File: src/rtl/bcd_lim_pkg.sv
package bcd_lim_pkg;
    localparam int DIG_W   = 4;
    localparam int NUM_DIG = 4;
    localparam int CNT_W   = DIG_W * NUM_DIG;
    localparam int DIG_MAX = 9;

    // which relation a bound comparator reports
    typedef enum logic {REL_ABOVE, REL_BELOW} rel_e;

    typedef struct packed {
        logic above;
        logic below;
        logic red;
        logic yellow;
        logic green;
    } verdict_t;
endpackage

File: src/rtl/bcd_digit_cmp.sv
module bcd_digit_cmp
    import bcd_lim_pkg::*;
#(
    parameter int W = DIG_W
) (
    input  logic [W-1:0] meas_dig,
    input  logic [W-1:0] bound_dig,
    output logic         gt,
    output logic         lt
);
    localparam logic [W-1:0] TOP = W'(DIG_MAX);

    logic [W-1:0] bound_c;

    always_comb begin
        // malformed bound digit saturates to 9
        bound_c = (bound_dig > TOP) ? TOP : bound_dig;
        gt      = meas_dig > bound_c;
        lt      = meas_dig < bound_c;
    end
endmodule

File: src/rtl/bcd_bound_cmp.sv
module bcd_bound_cmp
    import bcd_lim_pkg::*;
#(
    parameter int   NDIG = NUM_DIG,
    parameter int   W    = DIG_W,
    parameter rel_e REL  = REL_ABOVE
) (
    input  logic [NDIG*W-1:0] meas,
    input  logic [NDIG*W-1:0] bound,
    output logic              hit
);
    logic [NDIG-1:0] gt_v;
    logic [NDIG-1:0] lt_v;
    logic [NDIG-1:0] pick_v;

    for (genvar g = 0; g < NDIG; g++) begin : g_dig
        bcd_digit_cmp #(.W(W)) i_dig (
            .meas_dig (meas[g*W +: W]),
            .bound_dig(bound[g*W +: W]),
            .gt       (gt_v[g]),
            .lt       (lt_v[g])
        );
    end

    if (REL == REL_ABOVE) begin : g_above
        assign pick_v = gt_v;
    end else begin : g_below
        assign pick_v = lt_v;
    end

    // the most significant unequal digit decides
    always_comb begin
        logic decided;
        decided = 1'b0;
        hit     = 1'b0;
        for (int i = NDIG - 1; i >= 0; i--) begin
            if (!decided && (gt_v[i] || lt_v[i])) begin
                decided = 1'b1;
                hit     = pick_v[i];
            end
        end
    end
endmodule

File: src/rtl/bcd_limit_judge.sv
module bcd_limit_judge
    import bcd_lim_pkg::*;
#(
    parameter int NDIG = NUM_DIG,
    parameter int W    = DIG_W,
    localparam int VW  = NDIG * W
) (
    input  logic          clk,
    input  logic          rst_n,
    input  logic          meas_done,
    input  logic [VW-1:0] count_bcd,
    input  logic [VW-1:0] ceil_bcd,
    input  logic [VW-1:0] floor_bcd,
    output logic          lamp_red,
    output logic          lamp_yellow,
    output logic          lamp_green,
    output logic          over_flag,
    output logic          under_flag
);
    logic     over_hit;
    logic     under_hit;
    verdict_t state_d;
    verdict_t state_q;

    bcd_bound_cmp #(.NDIG(NDIG), .W(W), .REL(REL_ABOVE)) i_ceil_cmp (
        .meas (count_bcd),
        .bound(ceil_bcd),
        .hit  (over_hit)
    );

    bcd_bound_cmp #(.NDIG(NDIG), .W(W), .REL(REL_BELOW)) i_floor_cmp (
        .meas (count_bcd),
        .bound(floor_bcd),
        .hit  (under_hit)
    );

    always_comb begin
        state_d = state_q;
        if (meas_done) begin
            state_d.above  = over_hit;
            state_d.below  = under_hit;
            state_d.red    = over_hit;
            state_d.yellow = under_hit && !over_hit;
            state_d.green  = !over_hit && !under_hit;
        end
    end

    always_ff @(posedge clk or negedge rst_n) begin
        if (!rst_n) begin
            state_q <= '0;
        end else begin
            state_q <= state_d;
        end
    end

    assign lamp_red    = state_q.red;
    assign lamp_yellow = state_q.yellow;
    assign lamp_green  = state_q.green;
    assign over_flag   = state_q.above;
    assign under_flag  = state_q.below;


    lamp_onehot_chk: assert property (@(posedge clk) disable iff (!rst_n)
        meas_done |=> $countones({lamp_red, lamp_yellow, lamp_green}) == 1);


    hold_between_chk: assert property (@(posedge clk) disable iff (!rst_n)
        !meas_done |=> $stable({lamp_red, lamp_yellow, lamp_green, over_flag, under_flag}));


    red_follows_over_chk: assert property (@(posedge clk) disable iff (!rst_n)
        meas_done && over_hit |=> lamp_red && over_flag);


    yellow_rule_chk: assert property (@(posedge clk) disable iff (!rst_n)
        lamp_yellow |-> under_flag && !over_flag);


    green_rule_chk: assert property (@(posedge clk) disable iff (!rst_n)
        lamp_green |-> !under_flag && !over_flag);


    red_priority_chk: assert property (@(posedge clk) disable iff (!rst_n)
        meas_done && over_hit && under_hit |=> lamp_red && !lamp_yellow);
endmodule

File: config.mk
export PLATFORM = sky130hd
export DESIGN_NAME = bcd_limit_judge
export DESIGN_NICKNAME = d
export VERILOG_FILES = /design/src/rtl/bcd_lim_pkg.sv /design/src/rtl/bcd_digit_cmp.sv /design/src/rtl/bcd_bound_cmp.sv /design/src/rtl/bcd_limit_judge.sv
export SDC_FILE = /design/constraint.sdc
export NUM_CORES = 1
export LEC_CHECK = 0
export CELL_PAD_IN_SITES_DETAIL_PLACEMENT = 1
export CELL_PAD_IN_SITES_GLOBAL_PLACEMENT = 2
export CORE_MARGIN = 2
export CORE_UTILIZATION = 33
export CTS_CLUSTER_DIAMETER = 50
export CTS_CLUSTER_SIZE = 10
export DETAILED_ROUTE_END_ITERATION = 8
export DONT_BUFFER_PORTS = 1
export GPL_ROUTABILITY_DRIVEN = 1
export PLACE_DENSITY = 0.78
export SLEW_MARGIN = 5
export SYNTH_ARGS = -nofsm -noshare
export SYNTH_HDL_FRONTEND = slang
export SYNTH_SLANG_ARGS = --single-unit
File: constraint.sdc
create_clock -name clk -period 1.15 [get_ports clk]
set_clock_uncertainty 0.2 [all_clocks]
set_input_delay 0.2875 -clock clk [delete_from_list [all_inputs] [get_ports clk]]
set_output_delay 0.2875 -clock clk [all_outputs]
set_load 0.02 [all_outputs]
======== After elaboration in Yosys (flattened, before gate mapping) ========
Index checks and enable logic that the tools add are counted.
operators by class
  order comparisons ....................... 24
  muxes and demuxes ....................... 22
  reductions and logical operators ........ 24
operators by type and width
  kind                                                   number
  greater-than comparator 4 bit                          8
  greater-than comparator 4 bit (second input constant)  8
  less-than comparator 4 bit                             8
  2-to-1 mux 4 bit                                       8
  2-to-1 mux 1 bit                                       14
  logical AND 1 bit                                      8
  logical NOT 1 bit                                      8
  logical OR 1 bit                                       8
storage, ports and cells
  bits in registers ....................... 4
  input bits .............................. 51
  output and inout bits ................... 5
  logic and storage cells ................. 74

======== Logic depth before layout (Yosys ltp) ========
Gate-level depths: netlist (run 1).
  depth in word-level cells ............... 16
  gate-level depth with buffers ........... 9
  mapped depth without buffers ............ 9

======== Modules after synthesis ========
A second synthesis (run 1) with hierarchy kept.
second synthesis, totals
  cells, all modules ...................... 158
  area, all modules ....................... 1,320.0 µm²
by module, submodules not included
  module           instances  cells each  area each (µm²)  sequential area each (µm²)
  bcd_digit_cmp    8          17          136.4            0.0
  bcd_limit_judge  1          12          161.4            100.1
  bcd_bound_cmp    2          5           33.8             0.0

======== Worst setup path after synthesis (run 1) ========
No wires, ideal clock.
  path type ............................... in2reg
  from .................................... input port ceil_bcd[15]
  to ...................................... register state_q, in the netlist lamp_red
  library setup time ...................... 125 ps
  arrival time ............................ 1,590 ps
  data required time ...................... 825 ps
  setup slack ............................. -765 ps
  cell stages on the path ................. 9
  path buffers ............................ 0
  cells stage by stage .................... inv_1 nand2_1 ha_1 nor2b_1 o21a_1 o21a_1 o22ai_1 a21oi_2 mux2_4
between the ends
  word-level cells in the longest chain between the ends .. 14
  elaborated cells between the ends (all ways) .. 18
  those cells by class .................... order compare (3); mux (8); reduce/logical (7)
RTL lines
  what                                                                                RTL line                                  RTL
  from (decl)                                                                         bcd_limit_judge.sv:12                     input logic [VW-1:0] ceil_bcd,
  greater-than comparator 4 bit                                                       bcd_digit_cmp.sv:17                       bound_c = (bound_dig > TOP) ? TOP : bound_dig;
  2-to-1 mux 4 bit *                                                                  bcd_digit_cmp.sv:17
  greater-than comparator 4 bit / less-than comparator 4 bit (equally long branches)  bcd_digit_cmp.sv:18, bcd_digit_cmp.sv:19
  logical OR 1 bit                                                                    bcd_bound_cmp.sv:37                       if (!decided && (gt_v[i] || lt_v[i])) begin
  2-to-1 mux 1 bit                                                                    bcd_bound_cmp.sv:37
  logical NOT 1 bit                                                                   bcd_bound_cmp.sv:37
  logical AND 1 bit                                                                   bcd_bound_cmp.sv:37
  2-to-1 mux 1 bit                                                                    bcd_bound_cmp.sv:37
  logical NOT 1 bit                                                                   bcd_bound_cmp.sv:37
  logical AND 1 bit                                                                   bcd_bound_cmp.sv:37
  2-to-1 mux 1 bit                                                                    bcd_bound_cmp.sv:37
  logical NOT 1 bit                                                                   bcd_bound_cmp.sv:37
  logical AND 1 bit                                                                   bcd_bound_cmp.sv:37
  2-to-1 mux 1 bit *                                                                  bcd_bound_cmp.sv:37
  to (signal assigned)                                                                bcd_limit_judge.sv:52                     state_q <= state_d;
  to (decl)                                                                           bcd_limit_judge.sv:23                     verdict_t state_q;
Every way passes the cells marked *; elsewhere a longest branch is shown, timed or not.
A chain may end at the register's enable or synchronous reset.

======== Worst setup path in the final report (run 1) ========
  from .................................... input port ceil_bcd[10]
  to ...................................... register state_q, in the netlist lamp_red
between the ends
  word-level cells in the longest chain between the ends .. 12
  elaborated cells between the ends (all ways) .. 15
  those cells by class .................... order compare (3); mux (6); reduce/logical (6)
RTL lines
  what                                                                                RTL line
  greater-than comparator 4 bit                                                       bcd_digit_cmp.sv:17
  2-to-1 mux 4 bit *                                                                  bcd_digit_cmp.sv:17
  greater-than comparator 4 bit / less-than comparator 4 bit (equally long branches)  bcd_digit_cmp.sv:18, bcd_digit_cmp.sv:19
  logical OR 1 bit                                                                    bcd_bound_cmp.sv:37
  logical AND 1 bit                                                                   bcd_bound_cmp.sv:37
  2-to-1 mux 1 bit                                                                    bcd_bound_cmp.sv:37
  logical NOT 1 bit                                                                   bcd_bound_cmp.sv:37
  logical AND 1 bit                                                                   bcd_bound_cmp.sv:37
  2-to-1 mux 1 bit                                                                    bcd_bound_cmp.sv:37
  logical NOT 1 bit                                                                   bcd_bound_cmp.sv:37
  logical AND 1 bit                                                                   bcd_bound_cmp.sv:37
  2-to-1 mux 1 bit *                                                                  bcd_bound_cmp.sv:37
Marks and branches as above.

==> impl_metrics.toml, run 1 <==
[power_and_ir_drop]
p_total_uw = 907
peakVddDrop_uv = 284
p_leak_nw = 0.658
pwr_density_cell_nw_per_um2 = 628

[yosys]
synth_area_sq_um = 1040
postSynthAreaPerCell_sq_um = 7.73
ys_seq_area_frac = 0.0966
yosys.area.top_type = "ha_1"
synth_common_cells = "32 x ha_1, 22 x nand2_1, 15 x inv_1"
syn-num-nets = 217
synth_edf_count = 0
synth_area_leaders = "ha_1 39%, dfrtp_1 9.7%, nand2_1 8.0%"
synth_warnings = 0
syn_inst = 134
async_flop_share = 1.00
ys_ff_latch = 4
ys.flop_type = "dfrtp_1"
synth_top_area_frac = 0.386
ys_types = 26
synth.most_common_cell = "ha_1"

[drt]
vias = 1049
vias_per_cell = 5.27
route.detailed.drc = 0
routed_wl_um = 2800
ant_nets = 0
dr.pass1.iters = 4
wire_per_inst_um = 14.0
drt_iter0_markers = 7

[floorplanning]
die_w_um = 60.0
dieArea_sq_um = 3600
start_util = 0.342
die_h_um = 60.0
rows = 20
io_pins = 56
coreArea_sq_um = 3030

[timing]
hold_violations = 0
fin_crit_ns = 1.74
final.setup.worst_slack_ns = -0.587
max_freq_ghz = 0.576
setup_viol = 9
rsz0062_at_grt = "true"
slew_violations = 0
setup_tns_ns = -2.64
period_share = 1.51
relSlewSlack = 0.835
fin_worst_hold_slack_ns = 0.0162
worst_slew_pin_slew_ns = 0.246

[critical_path]
reg2reg_depth = 2
crit_path_max_incr_delay_ns = 0.27
crit_family = "compound AO/OA/AOI/OAI gates"
worstPathCellList = "o21ai_4, nand2b_1, ha_1, nand4_1, a211oi_2, a22oi_1, o22ai_1, a21oi_2, mux2_4"
critical-path-slowest-cell = "ha_1"
r2r_setup_slack_ns = 0.01
crit_arrival_ns = 1.65
r2r-start = "lamp_red$_DFFE_PN0P_"
critPathLaunchType = "input port"
rr_endpoint = "lamp_red$_DFFE_PN0P_"
worst_setup_path_end_kind = "register"
worstPathRequired_ns = 1.07
path_max_fanout = 3
critical_path_class = "input port to register"
cp.buffers_inverters = 0

[grt]
antenna_found_initial = 0
grt.overflow.total = 0
grtUsageTotal = 0.157
first_global_vias = 1189
grt_pass1_wl_um = 4400
grt_max_degree = 5

[place]
io_buffers = 0
hpwl_um = 2470
gp_congestion = 0.735

[min_path]
whs_path_depth = 1
hold_end = "lamp_red$_DFFE_PN0P_"
hold_class = "input port to register"
min_from = "meas_done"

[run_status]
outcome = "complete, but fails checks"
violations = "setup timing"

[clock_network]
numCtsBuffers = 3
cts_max_path_buffers = 2
worstSkewPairLatency_ns = 0.24
cts_sinks = 4
root_buffer = "clkbuf_4"
cts_htree_levels = 1
path_clk_slew_ns = 0.04
tritoncts = "done"

[finish]
n_fill_cell = 361
syn2layout_area_growth_pct = 39.4
layout.nets = 240
layout.area.seq_sq_um = 103
multi_input_area_sq_um = 1020
drive_gt1_frac = 0.310
antennaDiodeCount = 0

[flow_run]
drv_cap = 0
-- stage by stage --
step / worst slack, ns / instances / utilization / area, sq um
2_1_floorplan: -0.714 / 134 / - / 1090
3_3_place_gp: -0.812 / 191 / 0.413 / 1250
3_5_place_dp: -0.879 / 191 / 0.413 / 1250
4_1_cts: -0.610 / 198 / 0.454 / 1380
5_1_grt: -0.713 / 199 / 0.477 / 1440
6_report: -0.587 / 199 / 0.477 / 1440
-- per-layer routing --
metal  wire length (um)  GRT usage
met1               1040      0.152
met2               1530      0.328
met3                187     0.0216
met4                 35     0.0476
met5                  0          0
-- cell usage in the layout (no fill, tap or decap), types with 3 or more instances in the layout --
master,synthesis,final
ha_4,0,6
o21ai_1,4,4
nand2b_1,9,9
o21a_1,3,3
o211ai_1,3,3
nand4_1,4,4
nor2b_1,6,5
ha_1,32,25
buf_4,1,15
o21ai_0,9,6
nand2_2,0,3
nand2_1,22,17
inv_1,15,10
clkbuf_4,0,3
a21oi_1,9,9
-- state kept, by name (all words and copies together), names as in the netlist --
register	flops
lamp_green	1
lamp_red	1
lamp_yellow	1
under_flag	1
-- layout make-up --
class / count / area share
Clock buffer: 3 / 0.0156
Inverter: 15 / 0.0581
Multi-Input combinational cell: 114 / 0.704
Sequential cell: 4 / 0.0711
Tap cell: 44 / 0.0381
Timing Repair Buffer: 19 / 0.114
-- power by group --
| group | switching (mW) | internal [mW] |
|---|---|---|
| sequential | 0.0434 | 0.166 |
| combinational | 0.232 | 0.283 |
| clock | 0.0662 | 0.117 |
-- worst max-delay path by stage --
stage	from	endpoint	cells after the start
CTS	ceil_bcd[10]	lamp_red$_DFFE_PN0P_	9
global route	ceil_bcd[10]	lamp_red$_DFFE_PN0P_	9
detailed placement	ceil_bcd[11]	lamp_red$_DFFE_PN0P_	9
global placement	ceil_bcd[10]	lamp_red$_DFFE_PN0P_	9
floorplan	ceil_bcd[15]	lamp_red$_DFFE_PN0P_	9
finish	ceil_bcd[10]	lamp_red$_DFFE_PN0P_	9
-- timing repair --
| action | in CTS | in global routing |
|---|---|---|
| setup endpoints to repair | 9 | 9 |
| hold endpoints to repair | 5 | 0 |
| buffers inserted | 2 | 1 |
| resized for setup | 13 | 9 |
| hold buffers | 2 | 0 |
| pin swaps | 5 | 3 |
-- cell families (layout without fill, tap and decap cells) --
group | after synthesis | after routing | synth area share
AOI/OAI and AO/OA | 37 | 37 | 0.229
adders and majority gates | 32 | 32 | 0.386
buffers and inverters | 16 | 37 | 0.0616
DFF | 4 | 4 | 0.0966
muxes | 1 | 1 | 0.0145
and+or+nand+nor | 44 | 44 | 0.211
Note: power is estimated with default switching activity, not from simulation.
==> inputs of run 2 (changes only) <==
--- a/config.mk
+++ b/config.mk
@@ -5,16 +5,18 @@
 export SDC_FILE = /design/constraint.sdc
 export NUM_CORES = 1
 export LEC_CHECK = 0
+export ABC_AREA = 1
 export CELL_PAD_IN_SITES_DETAIL_PLACEMENT = 1
 export CELL_PAD_IN_SITES_GLOBAL_PLACEMENT = 2
+export CORE_ASPECT_RATIO = 0.6
 export CORE_MARGIN = 2
-export CORE_UTILIZATION = 33
+export CORE_UTILIZATION = 30
 export CTS_CLUSTER_DIAMETER = 50
 export CTS_CLUSTER_SIZE = 10
 export DETAILED_ROUTE_END_ITERATION = 8
 export DONT_BUFFER_PORTS = 1
 export GPL_ROUTABILITY_DRIVEN = 1
-export PLACE_DENSITY = 0.78
+export PLACE_DENSITY = 0.77
 export SLEW_MARGIN = 5
 export SYNTH_ARGS = -nofsm -noshare
 export SYNTH_HDL_FRONTEND = slang
==> run 2 against run 1 <==
Critical endpoint is now lamp_yellow$_DFFE_PN0P_. Synthesized area increased by 15%. Non-clock buffer count decreased by 11. Critical path type unchanged. The flow still finishes with violations (setup timing). Routed wire length increased by 13%.
==> impl_metrics.toml, run 2 <==
[finish]
final_common_cell = "nand2_1"
antennaDiodeCount = 0
layout_common_cells = "63 x nand2_1, 40 x inv_1, 28 x ha_1, 12 x nand2_2, 11 x nor2_1"
syn2layout_area_growth_pct = 26.8
drive_gt1_frac = 0.218
layout.nets = 296
n_fill_cell = 488

[critical_path]
worst_setup_path_end_kind = "register"
crit_arrival_ns = 1.53
rr_endpoint = "lamp_red$_DFFE_PN0P_"
worstSetupStartpoint = "ceil_bcd[10]"
path_max_fanout = 3
critical_path_class = "input port to register"
worstSetupEndpoint = "lamp_yellow$_DFFE_PN0P_"
reg2reg_depth = 2
worstPathRequired_ns = 1.05
critPathLaunchType = "input port"
r2r_setup_slack_ns = 0.20
r2r-start = "lamp_red$_DFFE_PN0P_"

[yosys]
synth_area_sq_um = 1190
async_flop_share = 1.00
synth_fa_ha_area_frac = 0.336
synth_common_cells = "71 x nand2_1, 40 x inv_1, 32 x ha_1"
synth_mux_area_frac = 0
postSynthAreaPerCell_sq_um = 5.93
synth.most_common_cell = "nand2_1"
synth_top_area_frac = 0.336
ys.flop_type = "dfrtp_1"
syn-num-nets = 284
synthSimpleGateAreaFrac = 0.339
synth_warnings = 0
ys_ff_latch = 4
yosys.area.top_type = "ha_1"
ys_seq_area_frac = 0.0839
synth_xor_area_frac = 0
ys_types = 17
syn_inst = 201
synth_compound_area_frac = 0.103
synth_top_family_by_area = "simple AND/OR/NAND/NOR gates"
synth_area_leaders = "ha_1 34%, nand2_1 22%, inv_1 13%"
synth_edf_count = 0

[timing]
worst_slew_pin_slew_ns = 0.287
slew_violations = 0
fin_worst_hold_slack_ns = 0.0181
relSlewSlack = 0.808
rsz0062_at_grt = "true"
hold_violations = 0
final.setup.worst_slack_ns = -0.482
setup_viol = 7
period_share = 1.42
fin_crit_ns = 1.63
max_freq_ghz = 0.613

[clock_network]
cts_sinks = 4
cts_htree_levels = 1
path_clk_slew_ns = 0.03
cts_max_path_buffers = 2
worstSkewPairLatency_ns = 0.21
numCtsBuffers = 3
tritoncts = "done"
root_buffer = "clkbuf_8"

[grt]
grt.overflow.total = 0
grt_pass1_wl_um = 5120
first_global_vias = 1241
antenna_found_initial = 0
grtUsageTotal = 0.141
grt_max_degree = 6

[run_status]
violations = "setup timing"
outcome = "complete, but fails checks"

[min_path]
hold_class = "input port to register"

[place]
pre_cts_ws_ns = -0.762
hpwl_um = 2870
gp_congestion = 0.775
io_buffers = 0

[drt]
wire_per_inst_um = 12.2
vias_per_cell = 4.71
drt_iter0_markers = 11
ant_nets = 0
dr.pass1.iters = 4
route.detailed.drc = 0
routed_wl_um = 3150
vias = 1214

[power_and_ir_drop]
pwr_density_cell_nw_per_um2 = 672
p_leak_nw = 0.827
peakVddDrop_uv = 1000

[flow_run]
drv_cap = 0

[floorplanning]
coreArea_sq_um = 3740
die_w_um = 85.4
rows = 17
io_pins = 56
dieArea_sq_um = 4510
die_h_um = 52.8
start_util = 0.319
-- run 2: cell count changes after synthesis, sizes merged, moves of 2 or more --
cell / change
nand2: +53
inv: +27
nor2: +15
nand2b: -9
nand3: +6
nor2b: -6
o211ai: -3
o21a: -3
nand4: -2
-- run 2: critical path, cell delays in order --
cell	delay, ns
o21ai_4	0.13
nand2_2	0.08
ha_4	0.27
nand2_1	0.05
nand2_1	0.05
nand2_1	0.05
nand2_2	0.07
nand2_2	0.07
nor2_4	0.13
nand3_2	0.07
nor2_2	0.11
nor2_2	0.05
nand2_1	0.06
nand2_1	0.05
-- run 2: area by class of cell --
type | count | area, sq um | share of cell area
multi-input combinational | 154 | 1090 | 0.719
inverter | 42 | 158 | 0.104
timing repair buffer | 8 | 65.1 | 0.0430
clock buffer | 3 | 41.3 | 0.0273
sequential | 4 | 103 | 0.0679
tap | 47 | 58.8 | 0.0389
-- run 2: how the worst min path moves through the flow --
stage / from / endpoint / slack (ns) / cells past startpoint
final: meas_done / under_flag$_DFFE_PN0P_ / 0.02 / 2
after global routing: meas_done / under_flag$_DFFE_PN0P_ / 0.05 / 2
after CTS: meas_done / under_flag$_DFFE_PN0P_ / 0.03 / 2
after detailed placement: rst_n / lamp_red$_DFFE_PN0P_ / -0.21 / 0
after global placement: rst_n / under_flag$_DFFE_PN0P_ / -0.21 / 0
after floorplan: rst_n / lamp_green$_DFFE_PN0P_ / -0.21 / 0
-- run 2: power by group --
part / internal, mW / switching [mW] / total (mW)
Sequential: 0.166 / 0.0528 / 0.219
Clock: 0.223 / 0.0666 / 0.289
Combinational: 0.227 / 0.280 / 0.508
Total: 0.616 / 0.400 / 1.02
-- run 2: metal layers --
layer / part of all wire / global-route usage / up-vias
met5: 0 / 0 / -
met4: 0.0019 / 0.0159 / 0
met3: 0.081 / 0.0441 / 2
met2: 0.44 / 0.237 / 35
met1: 0.47 / 0.185 / 532
li1: - / - / 645
-- run 2: logic make-up (layout without fill, tap and decap cells) --
| kind of cell | count (synthesis) | in the layout |
|---|---|---|
| buffers and inverters | 43 | 53 |
| DFF | 4 | 4 |
| adders and majority gates | 32 | 32 |
| AOI/OAI and AO/OA | 23 | 23 |
| and+or+nand+nor | 99 | 99 |
-- run 2: repair_timing --
action / 4_1_cts / 5_1_grt
endpoints found under the hold margin: 5 / 0
endpoints found under the setup margin: 9 / 9
setup buffers: 2 / 1
hold buffers: 2 / 0
resized for setup: 7 / 21
pin swaps: 4 / 17
-- run 2: stage by stage --
stage | util | power, mW | setup TNS [ns] | cell area, sq um | std cells
after floorplan | - | 0.553 | -2.10 | 1210 | 201
after global placement | 0.344 | 0.618 | -2.63 | 1290 | 250
after detailed placement | 0.344 | 0.653 | -2.84 | 1290 | 250
after CTS | 0.372 | 0.980 | -2.08 | 1390 | 257
after global routing | 0.404 | 1.12 | -2.53 | 1510 | 258
final | 0.404 | 1.02 | -1.89 | 1510 | 258
